--- src/rtl/fa_pkg.sv ---
package fa_pkg;
  typedef enum logic [1:0] {
    MODE_OFF  = 2'd0,
    MODE_PART = 2'd1,
    MODE_FULL = 2'd2,
    MODE_RSVD = 2'd3
  } fa_mode_e;

  localparam logic [2:0] TIM_RESET = 3'd7;

  // zero is clamped to the slowest legal access
  function automatic logic [2:0] fa_eff_tim(input logic [2:0] t);
    return (t == 3'd0) ? 3'd7 : t;
  endfunction
endpackage

--- src/rtl/fa_regs.sv ---
module fa_regs
  import fa_pkg::*;
(
  input  logic       clk,
  input  logic       rst_n,
  input  logic       mode_we,
  input  logic       tim_we,
  input  logic [2:0] wdata,
  output fa_mode_e   mode_q,
  output logic [2:0] tim_q,
  output logic       flush
);
  fa_mode_e   mode_d;
  logic [2:0] tim_d;

  always_comb begin
    mode_d = mode_q;
    tim_d  = tim_q;
    flush  = 1'b0;
    if (mode_we) begin
      mode_d = fa_mode_e'(wdata[1:0]);
      flush  = (wdata[1:0] != mode_q);
    end
    if (tim_we) tim_d = wdata;
  end

  always_ff @(posedge clk or negedge rst_n) begin
    if (!rst_n) begin
      mode_q <= MODE_OFF;
      tim_q  <= TIM_RESET;
    end else begin
      mode_q <= mode_d;
      tim_q  <= tim_d;
    end
  end
endmodule

--- src/rtl/fa_timer.sv ---
module fa_timer (
  input  logic       clk,
  input  logic       rst_n,
  input  logic       active,
  input  logic [2:0] eff_tim,
  output logic       done,
  output logic       busy
);
  logic [2:0] cnt_q, cnt_d;
  logic [3:0] elapsed;

  assign elapsed = {1'b0, cnt_q} + 4'd1;
  assign done    = active && (elapsed == {1'b0, eff_tim});
  assign busy    = (cnt_q != 3'd0);

  always_comb begin
    cnt_d = 3'd0;
    if (active && !done) cnt_d = elapsed[2:0];
  end

  always_ff @(posedge clk or negedge rst_n) begin
    if (!rst_n) cnt_q <= 3'd0;
    else        cnt_q <= cnt_d;
  end
endmodule

--- src/rtl/fa_hold.sv ---
module fa_hold #(
  parameter int AW   = 12,
  parameter int DW   = 32,
  parameter int NLAT = 8
) (
  input  logic          clk,
  input  logic          rst_n,
  input  logic [AW-1:0] lk_addr,
  input  logic          fill,
  input  logic [DW-1:0] fill_data,
  input  logic          flush,
  output logic          hit,
  output logic [DW-1:0] hit_data
);
  localparam int IDXW = (NLAT > 1) ? $clog2(NLAT) : 1;

  logic [NLAT-1:0] vld_q;
  logic [AW-1:0]   tag_q [NLAT];
  logic [DW-1:0]   dat_q [NLAT];
  logic [IDXW-1:0] idx;

  assign idx      = lk_addr[IDXW-1:0];
  assign hit      = vld_q[idx] && (tag_q[idx] == lk_addr);
  assign hit_data = dat_q[idx];

  for (genvar e = 0; e < NLAT; e++) begin : g_ent
    logic sel, vld_d, load_en;
    assign sel     = (idx == IDXW'(e));
    assign load_en = fill && sel;

    always_comb begin
      vld_d = vld_q[e];
      if (flush)        vld_d = 1'b0;
      else if (load_en) vld_d = 1'b1;
    end

    always_ff @(posedge clk or negedge rst_n) begin
      if (!rst_n) vld_q[e] <= 1'b0;
      else        vld_q[e] <= vld_d;
    end

    always_ff @(posedge clk) begin
      if (load_en) begin
        tag_q[e] <= lk_addr;
        dat_q[e] <= fill_data;
      end
    end
  end
endmodule

--- src/rtl/flash_accel.sv ---
module flash_accel
  import fa_pkg::*;
#(
  parameter int AW   = 12,
  parameter int DW   = 32,
  parameter int NLAT = 8
) (
  input  logic          clk,
  input  logic          rst_n,
  input  logic          cfg_mode_we,
  input  logic          cfg_tim_we,
  input  logic [2:0]    cfg_wdata,
  output logic [1:0]    cfg_mode_q,
  output logic [2:0]    cfg_tim_q,
  input  logic          rd_req,
  input  logic [AW-1:0] rd_addr,
  input  logic          rd_ifetch,
  input  logic          rd_seq,
  output logic          rd_ready,
  output logic [DW-1:0] rd_data,
  output logic          fl_req,
  output logic [AW-1:0] fl_addr,
  input  logic [DW-1:0] fl_rdata
);
  logic       rst_meta, rst_sync;
  fa_mode_e   mode;
  logic [2:0] tim, eff_tim;
  logic       flush, lat_hit, use_ok, serve_hit, acc_active, acc_done, busy;
  logic       mode_on, fill;
  logic [DW-1:0] lat_data;

  // reset asserts at once, releases on a clock edge
  always_ff @(posedge clk or negedge rst_n) begin
    if (!rst_n) begin
      rst_meta <= 1'b0;
      rst_sync <= 1'b0;
    end else begin
      rst_meta <= 1'b1;
      rst_sync <= rst_meta;
    end
  end

  fa_regs u_regs (
    .clk(clk), .rst_n(rst_sync), .mode_we(cfg_mode_we), .tim_we(cfg_tim_we),
    .wdata(cfg_wdata), .mode_q(mode), .tim_q(tim), .flush(flush)
  );

  assign eff_tim = fa_eff_tim(tim);

  always_comb begin
    unique case (mode)
      MODE_FULL: use_ok = 1'b1;
      MODE_PART: use_ok = rd_ifetch && rd_seq;
      default:   use_ok = 1'b0;
    endcase
  end

  assign mode_on    = (mode == MODE_PART) || (mode == MODE_FULL);
  assign serve_hit  = rd_req && !busy && use_ok && lat_hit;
  assign acc_active = rd_req && !serve_hit;
  assign fill       = acc_active && acc_done && mode_on && !flush;

  fa_timer u_timer (
    .clk(clk), .rst_n(rst_sync), .active(acc_active), .eff_tim(eff_tim),
    .done(acc_done), .busy(busy)
  );

  fa_hold #(.AW(AW), .DW(DW), .NLAT(NLAT)) u_hold (
    .clk(clk), .rst_n(rst_sync), .lk_addr(rd_addr), .fill(fill),
    .fill_data(fl_rdata), .flush(flush), .hit(lat_hit), .hit_data(lat_data)
  );

  assign rd_ready   = serve_hit || acc_done;
  assign rd_data    = serve_hit ? lat_data : fl_rdata;
  assign fl_req     = acc_active;
  assign fl_addr    = rd_addr;
  assign cfg_mode_q = mode;
  assign cfg_tim_q  = tim;
endmodule

--- config.mk ---
export PLATFORM = sky130hd
export DESIGN_NAME = flash_accel
export DESIGN_NICKNAME = d
export VERILOG_FILES = /design/src/rtl/fa_pkg.sv /design/src/rtl/fa_regs.sv /design/src/rtl/fa_timer.sv /design/src/rtl/fa_hold.sv /design/src/rtl/flash_accel.sv
export SDC_FILE = /design/constraint.sdc
export NUM_CORES = 1
export LEC_CHECK = 0
export ABC_CLOCK_PERIOD_IN_PS = 4700
export BUFFER_PORTS_ARGS = -buffer_cell sky130_fd_sc_hd__buf_2
export CORE_UTILIZATION = 60
export CTS_BUF_LIST = sky130_fd_sc_hd__clkbuf_8
export CTS_CLUSTER_DIAMETER = 40
export CTS_CLUSTER_SIZE = 12
export DETAILED_ROUTE_END_ITERATION = 8
export GPL_ROUTABILITY_DRIVEN = 0
export PLACE_DENSITY = 0.79
export SLEW_MARGIN = 20
export SYNTH_ARGS = -nofsm -noshare
export SYNTH_HDL_FRONTEND = slang
export SYNTH_SLANG_ARGS = --single-unit
--- constraint.sdc ---
create_clock -name clk -period 4.7 [get_ports clk]
set_clock_uncertainty 0.05 [all_clocks]
set_input_delay 0.235 -clock clk [delete_from_list [all_inputs] [get_ports clk]]
set_output_delay 0.235 -clock clk [all_outputs]
set_load 0.01 [all_outputs]
* After elaboration in Yosys (flattened, before gate mapping)
Memory sizes are Yosys's and may differ from the RTL's.
Index checks and enable logic that the tools add are counted.
** Word-level totals
- Bits of input ports :: 54
- Bits in registers :: 18
- Output and inout bits :: 51
- Logic and storage cells :: 160
- Memories kept :: 2
- Memory bits (writable) :: 352
** Memories
- u_hold.dat_q :: depth 8, width 32, read ports 1, clocked after Yosys merged registers in 0, write ports 1, RTL line fa_hold.sv:19 : logic [DW-1:0] dat_q [NLAT];
- u_hold.tag_q :: depth 8, width 12, read ports 1, clocked after Yosys merged registers in 0, write ports 1, RTL line fa_hold.sv:18 : logic [AW-1:0] tag_q [NLAT];
** Operators by class
- Magnitude comparators :: 1
- Muxes and demuxes :: 81
- $add $sub $neg :: 1
- Reduce and logical (&&, ||, !) cells :: 50
- Equality and inequality tests :: 12
** Operators with widths (number)
- $mux W32 :: 8
- $reduce_or A32 Y1 :: 7
- $mux W12 :: 7
- $reduce_or A12 Y1 :: 7
- $mux W1 :: 48
- $mux W3 :: 16
- $logic_and A1 B1 Y1 :: 19
- $reduce_bool A2 Y1 :: 8
- $eq A12 B12 Y1 :: 1
- $eq A3 B3 Y1 const B :: 4
- $eq A3 B2 Y1 const B :: 2
- $logic_not A3 Y1 :: 2
- $add A3 B1 Y4 const B :: 1
- $eq A4 B3 Y1 :: 1
- $logic_not A1 Y1 :: 4
- $lt A3 B4 Y1 const B :: 1
- $bmux W1 S3 :: 1
- $eq A3 B1 Y1 const B :: 1
- $reduce_bool A3 Y1 :: 1
- $eq A2 B1 Y1 const B :: 1
- $eq A2 B2 Y1 const B :: 1
- $logic_or A1 B1 Y1 :: 2
- $ne A2 B2 Y1 :: 1
- $pmux W1 S2 :: 1

* Longest topological paths before layout
- Word-level depth :: 22
- Mapped depth :: 12
- Gate-level depth less buffers :: 8

* Modules after synthesis
From an unflattened synthesis, not the netlist that was laid out.
** Second synthesis, totals
- Cells, all modules :: 764
- Area total of the unflattened synthesis :: 14990.6 um^2
** Modules (own cells, without submodules)
- fa_hold :: instances 1, area an instance 13758.2 um^2, cells an instance 667, seq. area each 10770.3 um^2
- flash_accel :: instances 1, area an instance 817.0 um^2, cells an instance 64, seq. area each 50.0 um^2
- fa_regs :: instances 1, area an instance 210.2 um^2, cells an instance 13, seq. area each 128.9 um^2
- fa_timer :: instances 1, area an instance 205.2 um^2, cells an instance 20, seq. area each 75.1 um^2

* Worst setup path before layout
No wires, ideal clock.
- Kind :: input-to-reg
- Start :: input rd_addr[1]
- End :: memory u_hold.dat_q[7][0], enable pin
- Buffers on the path :: 4
- Data required time :: 4.150 ns
- Library setup time :: 0.500 ns
- Arrival :: 5.023 ns
- Setup slack :: -0.873 ns
- Stages on the path :: 10
- Cell sequence :: buf_2 > buf_2 > mux4_2 > mux2i_1 > xnor2_1 > nor2_1 > and4_1 > buf_6 > buf_6 > nor3_1
** On the way
- Elaborated cells between the ends (all ways) :: 65
- Those cells by class :: eq/ne: 8; mux: 32; reduce/logical: 24; memory: 1
** RTL lines
- start: declaration :: RTL line flash_accel.sv:16 : input logic [AW-1:0] rd_addr,
- $mem_v2 Z8 W12 / $bmux W1 S3 (equally long branches)
- $eq A12 B12 Y1 / $mux W1 (equally long branches) :: RTL line fa_hold.sv:23 : assign hit = vld_q[idx] && (tag_q[idx] == lk_addr);
- $logic_and A1 B1 Y1 :: RTL line fa_hold.sv:23
- $logic_and A1 B1 Y1 :: RTL line flash_accel.sv:59 : assign serve_hit = rd_req && !busy && use_ok && lat_hit;
- $logic_not A1 Y1 :: RTL line flash_accel.sv:60 : assign acc_active = rd_req && !serve_hit;
- $logic_and A1 B1 Y1 :: RTL line flash_accel.sv:60
- $logic_and A1 B1 Y1 :: RTL line fa_timer.sv:13 : assign done = active && (elapsed == {1'b0, eff_tim});
- $logic_and A1 B1 Y1 (3 in series) :: RTL line flash_accel.sv:61 : assign fill = acc_active && acc_done && mode_on && !flush;
- $logic_and A1 B1 Y1 * :: RTL line fa_hold.sv:29 : assign load_en = fill && sel;
- named net u_hold.g_ent[7].load_en :: RTL line fa_hold.sv:27 : logic sel, vld_d, load_en;
- $mux W1 * :: RTL line fa_hold.sv:43 : if (load_en) begin
- $mux W1 (not written as such) * :: RTL line fa_hold.sv:45 : dat_q[e] <= fill_data;
- $reduce_or A32 Y1 (no line)
- $mux W3 (no line) / $mux W1 (equally long branches)
- end: declaration :: RTL line fa_hold.sv:19
Mark *: on every way through the listed nets, which the timed path passes. The rest lies on a longest branch. The select of a mux whose other input is x is not followed.

* Worst setup path in the final report
- Start :: register u_regs.mode_q[0]
- End :: output rd_data[2]
** On the way
- Longest elaborated chain between the ends :: 5
- Elaborated cells between the ends (all ways) :: 6
- Those cells by class :: eq/ne: 2; mux: 2; reduce/logical: 2
** RTL lines
- start: declaration :: RTL line fa_regs.sv:9 : output fa_mode_e mode_q,
- start signal: assignment :: RTL line fa_regs.sv:32 : mode_q <= mode_d;
- $eq A2 B1 Y1 / $eq A2 B2 Y1 (equally long branches) :: RTL line flash_accel.sv:51 : unique case (mode)
- $pmux W1 S2 * :: RTL line flash_accel.sv:51
- $logic_and A1 B1 Y1 * (2 in series) :: RTL line flash_accel.sv:59
- $mux W32 * :: RTL line flash_accel.sv:74 : assign rd_data = serve_hit ? lat_data : fl_rdata;
- end: declaration :: RTL line flash_accel.sv:20 : output logic [DW-1:0] rd_data,
Every way passes the cells marked *; elsewhere a longest branch is shown, timed or not.

==> impl_metrics.json <==
{
  "switching_share": 0.216,
  "ant_nets": 0,
  "cts_inserted_buffers": 43,
  "overflow": 0,
  "critPathKind": "reg -> out",
  "async_reset_ff_frac": 0.0486,
  "synth_fp_nets": 795,
  "hold_buffers": 52,
  "cpMaxStageDelayCell": "or4_1",
  "synth-edff-count": 352,
  "worstMarginPinSlew_ps": 1110,
  "fmax_ghz": 0.220,
  "cts_tree": "done",
  "regArea_um2": 11000,
  "worst_setup_path_end_kind": "output port",
  "htree_levels": 2,
  "synth_ff_type": "edfxtp_1",
  "grt_setup_unrepaired": "no",
  "clk_transition_reported_paths_ps": 80,
  "grt_pass1_wl_um": 44900,
  "cts_root_buf": "clkbuf_8",
  "synth_top_cell_by_area": "edfxtp_1",
  "leakagePower_nw": 5.84,
  "p_per_area_nw_per_um2": 365,
  "ys_ff_latch": 370,
  "cts_resized": 0,
  "busiest_layer": "met2",
  "grt_antenna_before_repair": 1,
  "p_sw_w": 0.00136,
  "required_ps": 4410,
  "outcome": "completed",
  "routed_wirelength_um": 29000,
  "setup-violations-final": 0,
  "netlist_instances": 737,
  "critPathLaunchType": "flip-flop",
  "area_growth_pct": 14.8,
  "die_width_um": 160,
  "first_global_vias": 7938,
  "post_cts_buffers": 0,
  "hold_viol": 0,
  "synthTopCellsByCount": "352 x edfxtp_1, 70 x mux4_2, 57 x mux2_2",
  "multi_input_area_um2": 3650,
  "vias_per_cell": 5.99,
  "use_met1": 0.312,
  "yosysMostFrequentCell": "edfxtp_1",
  "crit_buf_inv": 3,
  "avgSynthCellArea_um2": 20.3,
  "start_util": 0.614,
  "synth.distinct_cells": 57,
  "insertion_delay_ps": 570,
  "cpLargestDelayFamily": "simple AND/OR/NAND/NOR gates",
  "seqPwrFrac": 0.580,
  "wl_per_cell_um": 22.9,
  "cts.sinks": 370,
  "drt_iter0_markers": 573,
  "die_h_um": 160,
  "synth_warnings": 0,
  "fin_nets": 969,
  "layout-drive-gt1-share": 0.374,
  "nFillCells": 1511,
  "maxCapViolations": 0,
  "worstPathMaxFanout": 37,
  "max_stage_delay_ps": 600,
  "worstPathArrival_ps": 4260,
  "met3_usage": 0.0384,
  "netlist_area_um2": 15000,
  "route.detailed.drc": 0,
  "synth-seq-area-share": 0.736,
  "fin_crit_ps": 4550,
  "timing.setup.tns_ps": 0,
  "ios": 105,
  "fp-row-count": 57,
  "ir_worst_vdd_mv": 0.349,
  "dp_hpwl_um": 16400,
  "yosysTopAreaCellShare": 0.706,
  "grt_max_degree": 84,
  "port_buffers": 104,
  "synthTopCellsByArea": "edfxtp_1 71%, mux4_2 11%, mux2_2 4.3%",
  "grt.total_usage": 0.234,
  "holdWs_ps": 191,
  "drv_slew": 0,
  "period_share": 0.967,
  "core_um2": 24400,
  "drtPass1Iterations": 5,
  "slew_headroom": 0.259,
  "grt.met2_usage": 0.400,
  "p_clk_frac": 0.353,
  "vias": 7570,
  "power.internal_w": 0.00492,
  "clockBufferDepth": 3,
  "p_comb_frac": 0.068,
  "dieArea_um2": 25600,
  "min_path_type": "in -> reg",
  "crit_chain": "inv_1 -> ha_1 -> nor4b_1 -> o21ai_0 -> or4_1 -> a2111oi_2 -> and4_2 -> buf_12 -> mux2_2 -> buf_2"
}
cell families after synthesis:
family                     share of synthesized area
adders and majority gates                    0.00334
buffers and inverters                         0.0220
and+or+nand+nor                               0.0288
DFF                                            0.736
other                                       0.000250
xor gates and xnor gates                     0.00468
muxes                                          0.179
AOI/OAI and AO/OA                             0.0266
worst register-to-register path: stages (launching register included):
cell and delay (ps):
dfrtp_1 410, inv_1 80, ha_1 330, nor4b_1 500
o21ai_0 150, or4_1 600, a2111oi_2 430, nand4_1 420
and3_2 700, buf_4 380
state kept, by name, summed over array words and instances (netlist names):
name	cells
rst_meta	1
u_hold.tag_q	96
u_hold.vld_q	8
u_timer.cnt_q	3
rst_sync	1
u_hold.dat_q	256
u_regs.mode_q	2
u_regs.tim_q	3
layout make-up:
class	count	area share
multi-input combinational	311	0.212
antenna	1	0.000146
clock buffer	46	0.0368
sequential	370	0.641
inverter	9	0.00196
clock inverter	27	0.0136
timing repair buffer	176	0.0703
tap	324	0.0236
per-stage QoR:
step	util	instances	cell area (um^2)	setup WS (ps)	total power, W
5_1_grt	0.705	1264	17200	17.4	0.00649
3_3_place_gp	0.648	1138	15800	567	0.00409
3_5_place_dp	0.648	1138	15800	404	0.00411
2_1_floorplan	-	737	15000	466	0.00396
4_1_cts	0.705	1263	17200	156	0.00633
6_report	0.705	1264	17200	154	0.00628
power by group through the flow:
stage | clock network, W | logic, W | registers [W]
floorplan | 0 | 0.000246 | 0.00372
global placement | 0 | 0.000373 | 0.00371
detailed placement | 0 | 0.000390 | 0.00372
CTS | 0.00226 | 0.000427 | 0.00364
global route | 0.00238 | 0.000463 | 0.00364
finish | 0.00222 | 0.000425 | 0.00364
path summary, 6_finish.rpt:
path | start | to | slack (ps) | cells past startpoint
min | rd_addr[2] | u_hold.tag_q[2][2]$_DFFE_PP_ | 190 | 1
min reg2reg | rst_sync$_DFF_PN0_ | u_hold.vld_q[0]$_DFFE_PN0P_ | 240 | 0
max reg2reg | u_regs.mode_q[0]$_DFFE_PN0P_ | u_hold.dat_q[4][9]$_DFFE_PP_ | 390 | 9
min in group asynchronous | rst_sync$_DFF_PN0_ | u_hold.vld_q[0]$_DFFE_PN0P_ | 240 | 0
max | u_regs.mode_q[0]$_DFFE_PN0P_ | rd_data[2] | 150 | 10
max in group asynchronous | rst_sync$_DFF_PN0_ | u_timer.cnt_q[1]$_DFF_PN0_ | 3920 | 0
cell usage in the layout, fill, tap and decap left out, types with 15 or more instances in the layout:
cell type,instances
mux2_2,57
nand2_1,18
nor2_1,15
mux2_4,20
buf_4,21
mux4_2,70
buf_2,102
clkbuf_8,46
inv_1,17
dlygate4sd3_1,52
edfxtp_1,352
dfrtp_1,15
per-layer routing:
metal	share of wire	vias up
li1	-	3350
met1	0.40	3876
met2	0.52	289
met3	0.060	55
met4	0.019	0
met5	0	-
No activity file was read; power rests on OpenSTA's default activity.
